--- src/rtl/disp_seq_pkg.sv ---
package disp_seq_pkg;
  localparam int NSTG    = 4;
  localparam int STG_CLK  = 0;
  localparam int STG_SYNC = 1;
  localparam int STG_DISP = 2;
  localparam int STG_PWM  = 3;

  typedef struct packed {
    logic [NSTG-1:0] turnOn;
    logic [NSTG-1:0] turnOff;
  } stageCmd_t;
endpackage

--- src/rtl/seq_ctrl.sv ---
module seq_ctrl
  import disp_seq_pkg::*;
(
  input  logic            clk,
  input  logic            rstN,
  input  logic [NSTG-1:0] enStrobe,
  input  logic [NSTG-1:0] disStrobe,
  input  logic [NSTG-2:0] predStat,
  output stageCmd_t       cmd,
  output logic            seqErr
);
  logic [NSTG-1:0] predOk;
  logic            badReq;

  // Stage 0 has no predecessor; each later stage needs the one below it.
  assign predOk = {predStat, 1'b1};
  assign badReq = |(enStrobe & ~predOk);

  always_comb begin
    cmd.turnOff = disStrobe;
    cmd.turnOn  = enStrobe & predOk & ~disStrobe;
  end

  always_ff @(posedge clk or negedge rstN) begin
    if (!rstN) seqErr <= 1'b0;
    else if (badReq) seqErr <= 1'b1;
  end

  p_err_set_r7: assert property (@(posedge clk) disable iff (!rstN)
    (|(enStrobe & ~{predStat, 1'b1})) |=> seqErr);
  p_err_sticky_r7: assert property (@(posedge clk) disable iff (!rstN)
    seqErr |=> seqErr);
endmodule

--- src/rtl/seq_dpath.sv ---
module seq_dpath
  import disp_seq_pkg::*;
#(
  parameter int GUARD_W     = 4,
  parameter int SYNC_STAGES = 2
) (
  input  logic               clk,
  input  logic               rstN,
  input  stageCmd_t          cmd,
  input  logic               frameEnd,
  input  logic               pixRunning,
  input  logic [GUARD_W-1:0] guardFrames,
  output logic [NSTG-1:0]    stageGate,
  output logic [NSTG-1:0]    stageStatus
);
  logic clkGate, clkStat, syncGate, syncStat, dispGate, pwmGate, pwmStat;
  logic pendOn, pendOff, runSeen;
  logic [GUARD_W-1:0] guardCnt;
  logic [SYNC_STAGES-1:0] runPipe;

  // Crossing from the pixel domain: a chain of SYNC_STAGES flops.
  generate
    if (SYNC_STAGES == 1) begin : g_one
      always_ff @(posedge clk or negedge rstN)
        if (!rstN) runPipe <= '0;
        else runPipe <= pixRunning;
    end else begin : g_chain
      always_ff @(posedge clk or negedge rstN)
        if (!rstN) runPipe <= '0;
        else runPipe <= {runPipe[SYNC_STAGES-2:0], pixRunning};
    end
  endgenerate
  assign runSeen = runPipe[SYNC_STAGES-1];

  // Clock, sync and PWM stages: the gate follows the command; status lags by one cycle.
  always_ff @(posedge clk or negedge rstN) begin
    if (!rstN) begin
      clkGate <= 1'b0; clkStat <= 1'b0;
      syncGate <= 1'b0; syncStat <= 1'b0;
      pwmGate <= 1'b0; pwmStat <= 1'b0;
    end else begin
      if (cmd.turnOff[STG_CLK]) clkGate <= 1'b0;
      else if (cmd.turnOn[STG_CLK]) clkGate <= 1'b1;
      if (cmd.turnOff[STG_SYNC]) syncGate <= 1'b0;
      else if (cmd.turnOn[STG_SYNC]) syncGate <= 1'b1;
      if (cmd.turnOff[STG_PWM]) pwmGate <= 1'b0;
      else if (cmd.turnOn[STG_PWM]) pwmGate <= 1'b1;
      clkStat  <= clkGate;
      syncStat <= syncGate & clkStat & runSeen;
      pwmStat  <= pwmGate;
    end
  end

  // Display stage: switches only at frame boundaries, after the guard frames.
  always_ff @(posedge clk or negedge rstN) begin
    if (!rstN) begin
      dispGate <= 1'b0; pendOn <= 1'b0; pendOff <= 1'b0; guardCnt <= '0;
    end else if (cmd.turnOff[STG_DISP]) begin
      pendOn <= 1'b0;
      if (dispGate) pendOff <= 1'b1;
    end else if (cmd.turnOn[STG_DISP]) begin
      pendOff <= 1'b0;
      if (!dispGate) begin
        pendOn   <= 1'b1;
        guardCnt <= guardFrames;
      end
    end else if (frameEnd) begin
      if (pendOn) begin
        if (guardCnt == '0) begin
          dispGate <= 1'b1;
          pendOn   <= 1'b0;
        end else begin
          guardCnt <= guardCnt - 1'b1;
        end
      end
      if (pendOff) begin
        dispGate <= 1'b0;
        pendOff  <= 1'b0;
      end
    end
  end

  assign stageGate   = {pwmGate, dispGate, syncGate, clkGate};
  assign stageStatus = {pwmStat, dispGate, syncStat, clkStat};

  p_clk_stat_r2: assert property (@(posedge clk) disable iff (!rstN)
    $rose(clkStat) |-> $past(clkGate));
  p_sync_stat_r3: assert property (@(posedge clk) disable iff (!rstN)
    syncStat |-> $past(clkStat && runSeen && syncGate));
  p_disp_on_frame_r4: assert property (@(posedge clk) disable iff (!rstN)
    $rose(dispGate) |-> $past(frameEnd));
  p_disp_off_frame_r5: assert property (@(posedge clk) disable iff (!rstN)
    $fell(dispGate) |-> $past(frameEnd));
  p_pwm_stat_r6: assert property (@(posedge clk) disable iff (!rstN)
    $rose(pwmStat) |-> $past(pwmGate));
endmodule

--- src/rtl/disp_stage_seq.sv ---
module disp_stage_seq
  import disp_seq_pkg::*;
#(
  parameter int GUARD_W     = 4,
  parameter int SYNC_STAGES = 2
) (
  input  logic               clk,
  input  logic               rstN,
  input  logic [3:0]         enStrobe,
  input  logic [3:0]         disStrobe,
  input  logic               frameEnd,
  input  logic               pixRunning,
  input  logic [GUARD_W-1:0] guardFrames,
  output logic [3:0]         stageGate,
  output logic [3:0]         stageStatus,
  output logic               seqErr
);
  stageCmd_t cmd;

  seq_ctrl u_ctrl (
    .clk(clk), .rstN(rstN), .enStrobe(enStrobe), .disStrobe(disStrobe),
    .predStat(stageStatus[NSTG-2:0]), .cmd(cmd), .seqErr(seqErr)
  );

  seq_dpath #(.GUARD_W(GUARD_W), .SYNC_STAGES(SYNC_STAGES)) u_dpath (
    .clk(clk), .rstN(rstN), .cmd(cmd), .frameEnd(frameEnd),
    .pixRunning(pixRunning), .guardFrames(guardFrames),
    .stageGate(stageGate), .stageStatus(stageStatus)
  );

  p_reset_clear_r1: assert property (@(posedge clk)
    !rstN |=> (stageGate == 4'b0 && stageStatus == 4'b0 && !seqErr));
endmodule

--- config.mk ---
export PLATFORM = sky130hd
export DESIGN_NAME = disp_stage_seq
export DESIGN_NICKNAME = d
export VERILOG_FILES = /design/src/rtl/disp_seq_pkg.sv /design/src/rtl/seq_ctrl.sv /design/src/rtl/seq_dpath.sv /design/src/rtl/disp_stage_seq.sv
export SDC_FILE = /design/constraint.sdc
export NUM_CORES = 1
export LEC_CHECK = 0
export ABC_AREA = 1
export BUFFER_PORTS_ARGS = -buffer_cell sky130_fd_sc_hd__buf_2
export CORE_MARGIN = 10
export CORE_UTILIZATION = 45
export DETAILED_ROUTE_END_ITERATION = 16
export GPL_ROUTABILITY_DRIVEN = 1
export GPL_TIMING_DRIVEN = 0
export PLACE_DENSITY = 0.82
export SYNTH_ARGS = -nofsm -noshare
export SYNTH_HDL_FRONTEND = slang
export SYNTH_HIERARCHICAL = 1
export SYNTH_SLANG_ARGS = --single-unit
--- constraint.sdc ---
create_clock -name clk -period 1.4 [get_ports clk]
set_input_delay 0.28 -clock clk [delete_from_list [all_inputs] [get_ports clk]]
set_output_delay 0.28 -clock clk [all_outputs]
set_load 0.05 [all_outputs]
After elaboration in Yosys (flattened, before gate mapping)
Index checks and enable logic that the tools add are counted.
W data, S select, Z words.
{ "word_totals": {"reg_bits": 16, "latch_bits": 0, "wordCells": 64, "mem_bits_rw": 0, "rom_bits": 0, "mem_count": 0, "input_bits": 16, "output_inout_bits": 9} }
{ "op_classes": {"addsub": 1, "shift": 0, "reduce_logical": 14, "bitwise": 9, "n_div": 0, "magnitude_cmp": 0, "n_eq_ne": 4, "mux": 24, "mul": 0} }
{ "op_table": {"columns": ["cell", "count"], "rows": [
  ["$mux W4", 5],
  ["$mux W1", 19],
  ["$reduce_bool A2 Y1", 7],
  ["$and A4 B4 Y4", 3],
  ["$reduce_and A5 Y1", 2],
  ["$not A4 Y4", 2],
  ["$logic_not A4 Y1", 1],
  ["$ne A2 B2 Y1 const B", 2],
  ["$reduce_and A2 Y1", 2],
  ["$reduce_or A4 Y1", 1],
  ["$sub A4 B1 Y4 const B", 1],
  ["$ne A3 B3 Y1 const B", 1],
  ["$reduce_bool A3 Y1", 1],
  ["$and A1 B1 Y1", 2],
  ["$ne A2 B1 Y1 const B", 1],
  ["$not A1 Y1", 2]
]} }

Logic depth before layout (Yosys ltp)
{ "depth": {"word_depth": 6, "mapped_depth": 11, "ltp_nobuf": 9} }

Hierarchy
Netlist, hierarchy kept.
{ "by_module_without_submodules": {"columns": ["mod", "n_inst", "area_each_um2", "cells_each", "seq_area_each_um2"], "rows": [
  ["seq_dpath", 1, 749.5, 83, 375.4],
  ["seq_ctrl", 1, 123.9, 22, 25.0]
]} }

Least setup slack after synthesis
Ideal clock, no wire load.
{ "synth_path": {"path_kind": "flip-flop to flip-flop", "from": "reg u_dpath.syncStat", "to": "reg u_dpath.guardCnt[3]", "path_buffers": 2, "arrival_ns": 1.252, "stages_incl_launch_ff": 9, "path_slack_ns": 0.031, "setup_time_ns": 0.117, "required_time_ns": 1.283, "period_less_slack_ns": 1.369, "path_cell_list": "dfrtp_1 buf_4 nand2_1 nor2_1 buf_6 inv_2 or2_2 nand3_1 nand2_1"} }
{ "synth_rtl": {"columns": ["item", "line", "rtl"], "rows": [
  ["from (decl)", "seq_dpath.sv:16", "logic clkGate, clkStat, syncGate, syncStat, dispGate, pwmGate, pwmStat;"],
  ["from (signal assigned)", "seq_dpath.sv:49", "syncStat <= syncGate & clkStat & runSeen;"],
  ["to (signal assigned)", "seq_dpath.sv:65", "guardCnt <= guardFrames;"],
  ["to (signal assigned)", "seq_dpath.sv:73", "guardCnt <= guardCnt - 1'b1;"],
  ["to (decl)", "seq_dpath.sv:18", "logic [GUARD_W-1:0] guardCnt;"]
]} }

Worst setup path after layout
{ "layout_path": {"from": "reg u_dpath.dispGate", "to": "out stageGate[2]"} }
{ "layout_rtl": {"columns": ["item", "line", "rtl"], "rows": [
  ["from (decl)", "seq_dpath.sv:16", null],
  ["from (signal assigned)", "seq_dpath.sv:57", "dispGate <= 1'b0; pendOn <= 1'b0; pendOff <= 1'b0; guardCnt <= '0;"],
  ["from (signal assigned)", "seq_dpath.sv:70", "dispGate <= 1'b1;"],
  ["from (signal assigned)", "seq_dpath.sv:77", "dispGate <= 1'b0;"],
  ["to (decl)", "disp_stage_seq.sv:14", "output logic [3:0] stageGate,"]
]} }
No word-level cell between the ends.

==> metrics <==
post-synthesis to final-layout area growth 22.6%; status finished clean; count of final max-slew check failures 0; MaxCap Viol Count 0; CTS tree yes; final wirelength 1960 um; leading post-synthesis cells by cell area sky130_fd_sc_hd__dfrtp_1 46%, sky130_fd_sc_hd__buf_4 10%, sky130_fd_sc_hd__nand2_1 9.5%; initial core utilization 49.0%; number of rows created at floorplan 15; Worst Min Path Start pixRunning; setup TNS after final layout 0 ns; launching instance or port of the critical path u_dpath/dispGate; mean instance size in the synthesized netlist 8.32 um2; Worst Slack Setup Final 0.0514 ns; number of clock buffers inserted by TritonCTS 3; total half-perimeter wirelength after legalization and detailed placement 1490 um; Core Region 1780 um2; weighted congestion at the end of routability-driven global placement 0.814; routed vias 764; share of cells above drive strength 1 40.3%; PortBufs 24; crit path capture type output pin; Synth top area share 45.8%; setup repair after global routing missed its margin no; data arrival time of the worst path 1.07 ns; period utilization 96.3%; WP data required 1.12 ns; Synth cell types 21; die footprint 4100 um2; Top Ports 25; number of global-route vias before repair 728; r2r startpoint u_dpath/syncStat; first-pass GRT wire length 2990 um; final global-route overflow total 0; Startpoint Class register; transition time at the pin with the least slew margin 0.361 ns; ratio of total power to cell area 814 nW/um2; Yosys reg bits 16; largest net degree at the start of global routing 17; gate count after technology mapping 105; clock-pin slew on the worst setup and hold paths 0.10 ns; count of routing violations after the opening detailed-route iteration 8; peak clock frequency supported by timing 742 MHz; path category of the worst min-delay check input port to register; maximum fanout encountered on the critical timing path 5; maximum root-to-sink buffer count 2; clock latency at the later pin of the worst-skew pair 0.28 ns; post-route total power 0.872 mW; proportion of synthesized chip area in sequential cells 45.8%; Max-Slew Margin vs Limit 76.0%; Worst Path Class, Setup register to output pin; WL/cell 12.3 um; Clock Skews 0.00793 ns; drt pass-1 iters 4; Finish-stage setup viols 0; hold violation total from the final report 0; maximum level of the CTS H-tree 1; post-detailed-route via-to-cell ratio 4.81; Mapped Nets 122; yosys warns 6; TritonCTS sink count 16; die width 64.1 um; antenna viol nets, final 0; Period minus WS final 1.35 ns; Die Height 64.1 um; Cell Area, Placed 1020 um2; global routing usage summed across all routing layers 8.85%; placement-stage worst setup slack 0.0574 ns; antenna violations before repair 0; largest area contributor in the netlist sky130_fd_sc_hd__dfrtp_1; nets@finish 153; post-layout util 60.1%; remaining routing DRC violations 0; worst vdd rail ir drop 0.670 mV; Final Instance Area 1070 um2; cell chosen for the clock root sky130_fd_sc_hd__clkbuf_4; total leakage power 0.575 nW; area of the mapped netlist 873 um2; diode count 0
-- synth_stat cells (all sizes together) --
master,number
nor2,16
inv,14
dfrtp,16
o21a,1
a21oi,1
ha,1
mux2i,1
nand3,7
nand4,1
and3,1
buf,13
or2,1
nand2,24
o21ai,8
-- where the power goes --
group          internal, mW  switching (mW)
logic                0.0560          0.0833
clock network        0.0997           0.143
registers             0.479          0.0106
total                 0.635           0.237
-- cell families after synthesis --
| kind of cell | Yosys count | share of synthesized area, % |
|---|---|---|
| buf+inv | 27 | 17.6 |
| mux | 1 | 1.15 |
| compound gates | 10 | 6.88 |
| simple gates | 50 | 27.1 |
| fa+ha+maj | 1 | 1.43 |
| flops | 16 | 45.8 |
-- final timing paths --
check,slack [ns],to,cells past startpoint
max,0.05,stageGate[2],2
min in group asynchronous,0.43,u_dpath/pendOff,2
max reg2reg,0.08,u_dpath/guardCnt[0],10
min,0.1,u_dpath/runPipe[0],1
min reg2reg,0.37,u_dpath/runPipe[1],0
max in group asynchronous,0.69,u_dpath/dispGate,2
-- layer usage --
| metal | wire length, um | track usage (%) | vias up |
|---|---|---|---|
| met5 | 0 | 0 | - |
| met4 | 38 | 3.28 | 0 |
| met3 | 159 | 3.66 | 8 |
| met2 | 1060 | 16.7 | 31 |
| met1 | 698 | 8.27 | 354 |
| li1 | - | - | 371 |
-- critical path, stage by stage (launching register included) --
cell                      delay [ns]
sky130_fd_sc_hd__dfrtp_2        0.45
sky130_fd_sc_hd__buf_4          0.13
sky130_fd_sc_hd__buf_2          0.20
-- what timing repair did --
item,4_1_cts,5_1_grt
hold buffers,1,0
resized for setup,1,2
pin swaps,0,3
cloned,0,0
buffers inserted,0,2
setup endpoints to repair,1,7
endpoints found under the hold margin,16,0
-- registers in the layout, summed over array words and instances (netlist names) --
name              count
u_dpath/guardCnt      4
u_dpath/runPipe       2
u_ctrl/seqErr         1
u_dpath/clkGate       1
u_dpath/clkStat       1
u_dpath/dispGate      1
u_dpath/pendOff       1
u_dpath/pendOn        1
u_dpath/pwmGate       1
u_dpath/pwmStat       1
u_dpath/syncGate      1
u_dpath/syncStat      1
-- per-stage QoR --
stage / hold WS [ns] / std cells
finish: 0.0950 / 159
global route: 0.0811 / 159
CTS: 0.0947 / 158
detailed placement: 0.216 / 154
global placement: 0.210 / 154
floorplan: -0.0156 / 105
-- layout by cell type (no fill, tap or decap) --
master,n
sky130_fd_sc_hd__buf_6,1
sky130_fd_sc_hd__nand4_1,1
sky130_fd_sc_hd__buf_4,14
sky130_fd_sc_hd__clkbuf_4,3
sky130_fd_sc_hd__or2_2,1
sky130_fd_sc_hd__o21ai_2,1
sky130_fd_sc_hd__nand2_2,3
sky130_fd_sc_hd__inv_1,12
sky130_fd_sc_hd__o21ai_0,4
sky130_fd_sc_hd__mux2i_1,1
sky130_fd_sc_hd__buf_2,23
sky130_fd_sc_hd__nand2_1,21
sky130_fd_sc_hd__nor2_4,3
sky130_fd_sc_hd__nand3_1,6
sky130_fd_sc_hd__nor2_1,13
sky130_fd_sc_hd__o21ai_1,3
sky130_fd_sc_hd__o21a_1,1
sky130_fd_sc_hd__dfrtp_1,15
sky130_fd_sc_hd__dfrtp_2,1
sky130_fd_sc_hd__dlygate4sd3_1,1
sky130_fd_sc_hd__a21oi_2,1
sky130_fd_sc_hd__and3_1,1
sky130_fd_sc_hd__inv_2,2
sky130_fd_sc_hd__nand3_2,1
sky130_fd_sc_hd__ha_1,1
-- area by class of cell --
type	instances	area, um2
fill	164	712
sequential	16	402
multi-input combinational	62	322
timing repair buffer	27	148
buffer	12	93.8
inverter	14	52.6
tap	25	31.3
clock buffer	3	22.5
No activity file was read; power rests on OpenSTA's default activity.
